File: config.mk
export PLATFORM = sky130hd
export DESIGN_NAME = burst_addr_gen
export DESIGN_NICKNAME = d
export VERILOG_FILES = /design/src/rtl/bag_pkg.sv /design/src/rtl/bag_strobe_arb.sv /design/src/rtl/bag_enable_pipe.sv /design/src/rtl/bag_burst_ctr.sv /design/src/rtl/bag_order_map.sv /design/src/rtl/burst_addr_gen.sv
export SDC_FILE = /design/constraint.sdc
export NUM_CORES = 1
export LEC_CHECK = 0
export BUFFER_PORTS_ARGS = -buffer_cell sky130_fd_sc_hd__buf_2
export CORE_ASPECT_RATIO = 0.6
export CORE_MARGIN = 8
export CORE_UTILIZATION = 40
export CTS_BUF_LIST = sky130_fd_sc_hd__clkbuf_16
export CTS_CLUSTER_DIAMETER = 80
export CTS_CLUSTER_SIZE = 14
export DETAILED_ROUTE_END_ITERATION = 8
export PLACE_DENSITY = 0.7
export SETUP_SLACK_MARGIN = 0.4
export SYNTH_ARGS = -nofsm -noshare
export SYNTH_HDL_FRONTEND = slang
export SYNTH_SLANG_ARGS = --single-unit
File: constraint.sdc
create_clock -name clk -period 1.1 [get_ports clk]
set_input_delay 0.055 -clock clk [delete_from_list [all_inputs] [get_ports clk]]
set_output_delay 0.055 -clock clk [all_outputs]
set_load 0.01 [all_outputs]
File: src/rtl/bag_pkg.sv
package bag_pkg;

  // Which strobe opened the burst now in progress.
  typedef enum logic {
    SRC_PROC = 1'b0,
    SRC_CTRL = 1'b1
  } load_src_e;

endpackage

File: src/rtl/bag_strobe_arb.sv
// Decides whether a strobe is accepted on this edge and which one wins.
module bag_strobe_arb
  import bag_pkg::*;
(
  input  logic      ads_proc_n,
  input  logic      ads_ctrl_n,
  input  logic      en_n,
  output logic      load,
  output load_src_e src
);

  logic proc_ok;
  logic ctrl_ok;

  always_comb begin
    // The processor strobe is qualified by the primary enable.
    proc_ok = !ads_proc_n && !en_n;
    ctrl_ok = !ads_ctrl_n;
    load    = proc_ok || ctrl_ok;
    src     = proc_ok ? SRC_PROC : SRC_CTRL;
  end

endmodule

File: src/rtl/bag_enable_pipe.sv
// Pipelined chip-select register plus the burst source flag.
module bag_enable_pipe
  import bag_pkg::*;
(
  input  logic      clk,
  input  logic      rst,
  input  logic      load,
  input  load_src_e src,
  input  logic      en_n,
  input  logic      en_hi,
  input  logic      en_lo_n,
  output logic      chip_sel,
  output logic      by_ctrl
);

  logic sel_dec;

  always_comb sel_dec = !en_n && en_hi && !en_lo_n;

  always_ff @(posedge clk) begin
    if (rst) begin
      chip_sel <= 1'b0;
      by_ctrl  <= 1'b0;
    end else if (load) begin
      chip_sel <= sel_dec;
      by_ctrl  <= (src == SRC_CTRL);
    end
  end

endmodule

File: src/rtl/bag_burst_ctr.sv
// Holds the captured base address and the beat counter. It also gives the
// next-state values, so the output register can be loaded in the same edge.
module bag_burst_ctr #(
  parameter int unsigned AW = 16,
  parameter int unsigned CW = 2
) (
  input  logic          clk,
  input  logic          rst,
  input  logic          load,
  input  logic          adv,
  input  logic [AW-1:0] addr_in,
  output logic [AW-1:0] base_nxt,
  output logic [CW-1:0] cnt_nxt
);

  logic [AW-1:0] base_q;
  logic [CW-1:0] cnt_q;

  always_comb begin
    base_nxt = load ? addr_in : base_q;
    if (load)     cnt_nxt = '0;
    else if (adv) cnt_nxt = cnt_q + 1'b1;
    else          cnt_nxt = cnt_q;
  end

  always_ff @(posedge clk) begin
    if (rst) begin
      base_q <= '0;
      cnt_q  <= '0;
    end else begin
      base_q <= base_nxt;
      cnt_q  <= cnt_nxt;
    end
  end

endmodule

File: src/rtl/bag_order_map.sv
// Maps the start low bits and the beat count onto the array low bits.
module bag_order_map #(
  parameter int unsigned CW = 2
) (
  input  logic [CW-1:0] start_lo,
  input  logic [CW-1:0] beat,
  input  logic          interleave,
  output logic [CW-1:0] lo
);

  logic [CW-1:0] lin;
  logic [CW-1:0] ilv;

  always_comb lin = start_lo + beat;

  // The interleaved order is a bitwise XOR, built one bit at a time.
  for (genvar b = 0; b < CW; b++) begin : g_ilv
    always_comb ilv[b] = start_lo[b] ^ beat[b];
  end

  always_comb lo = interleave ? ilv : lin;

endmodule

File: src/rtl/burst_addr_gen.sv
module burst_addr_gen
  import bag_pkg::*;
#(
  parameter int unsigned AW = 16,
  parameter int unsigned CW = 2
) (
  input  logic          clk,
  input  logic          rst,
  input  logic [AW-1:0] addr_in,
  input  logic          en_n,
  input  logic          en_hi,
  input  logic          en_lo_n,
  input  logic          ads_proc_n,
  input  logic          ads_ctrl_n,
  input  logic          adv_n,
  input  logic          order_il,
  output logic [AW-1:0] arr_addr,
  output logic          chip_sel,
  output logic          burst_by_ctrl
);

  localparam int unsigned UW = AW - CW;

  logic          load;
  load_src_e     src;
  logic [AW-1:0] base_nxt;
  logic [CW-1:0] cnt_nxt;
  logic [CW-1:0] lo_nxt;

  bag_strobe_arb u_arb (
    .ads_proc_n (ads_proc_n),
    .ads_ctrl_n (ads_ctrl_n),
    .en_n       (en_n),
    .load       (load),
    .src        (src)
  );

  bag_enable_pipe u_en (
    .clk      (clk),
    .rst      (rst),
    .load     (load),
    .src      (src),
    .en_n     (en_n),
    .en_hi    (en_hi),
    .en_lo_n  (en_lo_n),
    .chip_sel (chip_sel),
    .by_ctrl  (burst_by_ctrl)
  );

  bag_burst_ctr #(.AW(AW), .CW(CW)) u_ctr (
    .clk      (clk),
    .rst      (rst),
    .load     (load),
    .adv      (!adv_n),
    .addr_in  (addr_in),
    .base_nxt (base_nxt),
    .cnt_nxt  (cnt_nxt)
  );

  bag_order_map #(.CW(CW)) u_map (
    .start_lo   (base_nxt[CW-1:0]),
    .beat       (cnt_nxt),
    .interleave (order_il),
    .lo         (lo_nxt)
  );

  // The output is registered from the next-state values, so the new beat
  // appears right after the edge that causes it.
  always_ff @(posedge clk) begin
    if (rst) arr_addr <= '0;
    else     arr_addr <= {base_nxt[AW-1:CW], lo_nxt};
  end

  if (UW < 1) begin : g_bad_width
    initial $error("burst_addr_gen: AW must exceed CW");
  end

endmodule

==> metrics.md <==
| Metric | Value |
|---|---|
| Run status | `finished with violations` |
| Failing checks | `setup timing` |
| Layout area overhead | `53.4%` |
| Slew @ Worst Pin | `~0.32 ns` |
| Mapped Area | `932 µm²` |
| Metal2 WL | `1150 µm` |
| Total track usage | `11.6%` |
| Routed Antenna Nets | `0` |
| CTS Root Cell | `clkbuf_16` |
| Number of primary I/O pins | `43` |
| Core Region | `2180 µm²` |
| Starting Density | `between 40 and 50%` |
| Slowest cell on the critical path | `dfxtp_2` |
| 1st-pass router iterations | `4` |
| Via density per instance | `4.66` |
| Crit. End Element | `flip-flop` |
| Clk_skew | `0.000957 ns` |
| DR WL/cell | `13.1 µm` |
| Final worst setup slack | `-0.134 ns` |
| Nets@finish | `178` |
| Max-cap violation count | `0` |
| Total power per unit cell area | `1380 nW/µm²` |
| Clk sinks | `22` |
| Gp weighted congestion | `0.686` |
| Vias after detailed routing | `843` |
| Period utilisation layout | `112%` |
| Reg2reg start | `u_ctr.cnt_q[0]` |
| Syn Area/Cell | `between 8 and 9 µm²` |
| CTS Buffer Depth | `2` |
| M1 WL | `approximately 980 µm` |
| Synth unique cells | `22` |
| Ant diodes | `0` |
| Final setup violation count | `2` |
| Post-layout total power | `1.98 mW` |
| Seq. cell area | `463 µm²` |
| Worst path arrival time | `between 1 and 1.5 ns` |
| Crit path kind | `reg -> reg` |
| Number of CTS-inserted buffers | `3` |
| Pin count of the biggest net entering global routing | `17` |
| Hold_sp | `addr_in[5]` |
| Post-route insts no fill | `181` |
| Worst stage delay on the critical path | `0.34 ns` |
| Leakage | `0.648 nW` |
| H-tree levels | `1` |
| Fraction of layout cells with a size suffix above 1 | `57.0%` |
| Crit Path Max Fanout | `3` |
| Total grt overflow | `0` |
| Met3 wire len | `239 µm` |
| First-pass GRT wire length | `between 3000 and 4000 µm` |
| Clock insertion delay at the later pin of the skew report | `approximately 0.25 ns` |
| Clock transition at path regs | `0.06 ns` |
| Vias in the first global route | `886` |
| Number of synthesis warnings | `0` |
| Post-DP HPWL | `1660 µm` |
| Reg2Reg Depth | `6` |
| Cell family with most CP delay | `flip-flops` |
| #FFs+latches synth | `22` |
| Placed Cells | `173` |
| CP Buf/Inv Count | `0` |
| Drc violations | `0` |
| FMAX | `0.810 GHz` |
| Crit start category | `flip-flop` |
| Mapped Nets | `141` |
| Hold EP | `arr_addr[5]` |
| Final min period | `between 1 and 1.5 ns` |
| Initial antenna violation count | `0` |
| Max rail drop VDD | `0.766 mV` |
| Die Span Y | `~53 µm` |
| RSZ-0062 raised after global routing | `yes` |
| Headroom to the max-slew limit | `78.4%` |
| Hold Path Depth | `3` |
| CTS tree | `built` |
| Worst hold path class | `in -> reg` |
| Final Hold Vio Count | `0` |
| Fill cells | `181` |
| # rows | `13` |
| Top sig layer | `met4` |
| Die Wd | `78.3 µm` |
| Sequential share of the synthesized area | `47.2%` |
| Worst EP required | `1.27 ns` |
| Iter 0 DRT Violations | `15` |
| Crit-path cells | `xor2_2 -> nor2_1 -> ha_2 -> nand2b_4 -> o21bai_1 -> a211oi_2` |
| Gate Count Post-Synth | `115` |
| Post-Layout Inst Area | `between 1000 and 1500 µm²` |
| Multi-input logic area | `458 µm²` |
| Placed cell area | `1100 µm²` |
| Area of the die | `between 4000 and 5000 µm²` |
| Final Max Slew Viols | `0` |
| Total Routed Length | `~2400 µm` |
| Crit Reg-Reg Endpoint | `arr_addr[1]` |
| Core Util, Final | `65.6%` |
| Post-CTS Hold Buffers | `0` |
| R2R setup slack | `-0.13 ns` |
| I/O Buffers | `42` |
==> report_power, final <==
group	total [mW]	internal (mW)	switching [mW]
clock	0.751	0.484	0.266
sequential	0.885	0.854	0.0306
combinational	0.345	0.187	0.158
==> stage by stage <==
step	hold slack [ns]	setup slack [ns]	setup TNS, ns
detailed placement	0.303	-0.114	-0.114
global placement	0.300	-0.0800	-0.0800
finish	0.0328	-0.134	-0.142
global route	0.0421	-0.200	-0.238
CTS	0.0288	-0.118	-0.118
floorplan	0.127	-0.0199	-0.0199
==> routing by layer <==
| layer | vias up | track usage [%] |
|---|---|---|
| met4 | 0 | 2.74 |
| li1 | 428 | - |
| met5 | - | 0 |
| met1 | 383 | 11.8 |
| met2 | 30 | 20.8 |
| met3 | 2 | 6.59 |
==> repair_timing <==
item,in CTS,in global routing
buffers inserted,1,3
gates resized for setup,35,14
endpoints found under the hold margin,0,0
pin swaps,1,6
endpoints found under the setup margin,22,35
==> cells in the mapped netlist (all sizes together) <==
cell,instances,area share [%]
o22ai,1,0.67
a21oi,17,9.1
buf,17,13
o21bai,1,0.81
and2b,1,0.81
clkbuf,2,0.81
nand2,34,14
xor2,2,1.9
o21a,1,0.81
dfxtp,22,47
ha,1,1.3
nor2b,1,0.67
nand2b,1,0.67
nor3,3,1.6
a211oi,1,1.3
nand3,1,0.54
o21ai,1,0.54
nor2,5,2.3
xnor2,2,1.9
inv,1,0.40
==> area by class of cell <==
| cell class | instances | share of cell area, % |
|---|---|---|
| multi-input cells | 73 | 32.0 |
| clock inverters | 1 | 0.262 |
| flip-flops and latches | 22 | 32.4 |
| well taps | 30 | 2.62 |
| inverters | 1 | 0.262 |
| repair buffers | 51 | 27.2 |
| clock buffers | 3 | 5.25 |
==> flip-flops by register name (all words and copies together), names as in the netlist <==
name	count
arr_addr	16
u_ctr.base_q	2
u_ctr.cnt_q	2
u_en.by_ctrl	1
u_en.chip_sel	1
==> logic make-up (layout without fill, tap and decap cells) <==
| group | Yosys count | after routing | synth area share (%) |
|---|---|---|---|
| xor+xnor | 4 | 4 | 3.76 |
| simple gates | 46 | 46 | 20.3 |
| flops | 22 | 22 | 47.2 |
| fa+ha+maj | 1 | 1 | 1.34 |
| buf+inv | 20 | 56 | 14.1 |
| compound gates | 22 | 22 | 13.3 |
==> worst max path at each step <==
stage                    from          end  slack, ns  cells after the start
2_1_floorplan  u_ctr.cnt_q[0]  arr_addr[1]      -0.02                      6
5_1_grt        u_ctr.cnt_q[0]  arr_addr[1]      -0.20                      6
6_report       u_ctr.cnt_q[0]  arr_addr[1]      -0.13                      6
3_5_place_dp             en_n  arr_addr[1]      -0.11                      9
4_1_cts        u_ctr.cnt_q[0]  arr_addr[1]      -0.12                      6
3_3_place_gp             en_n  arr_addr[1]      -0.08                      8
==> cells in the final DEF, fill, tap and decap left out, drive strengths merged, types with 2 or more instances in the layout <==
cell type  instances
nor2               5
a21oi             17
nand2             34
clkbuf             3
xor2               2
xnor2              2
nor3               3
dfxtp             22
buf               51
==> worst register-to-register path, stage by stage, from the launching register on <==
cell      delay, ns
dfxtp_2        0.34
xor2_2         0.17
nor2_1         0.07
ha_2           0.20
nand2b_4       0.09
o21bai_1       0.08
a211oi_2       0.20
(Power assumes the default switching activity.)
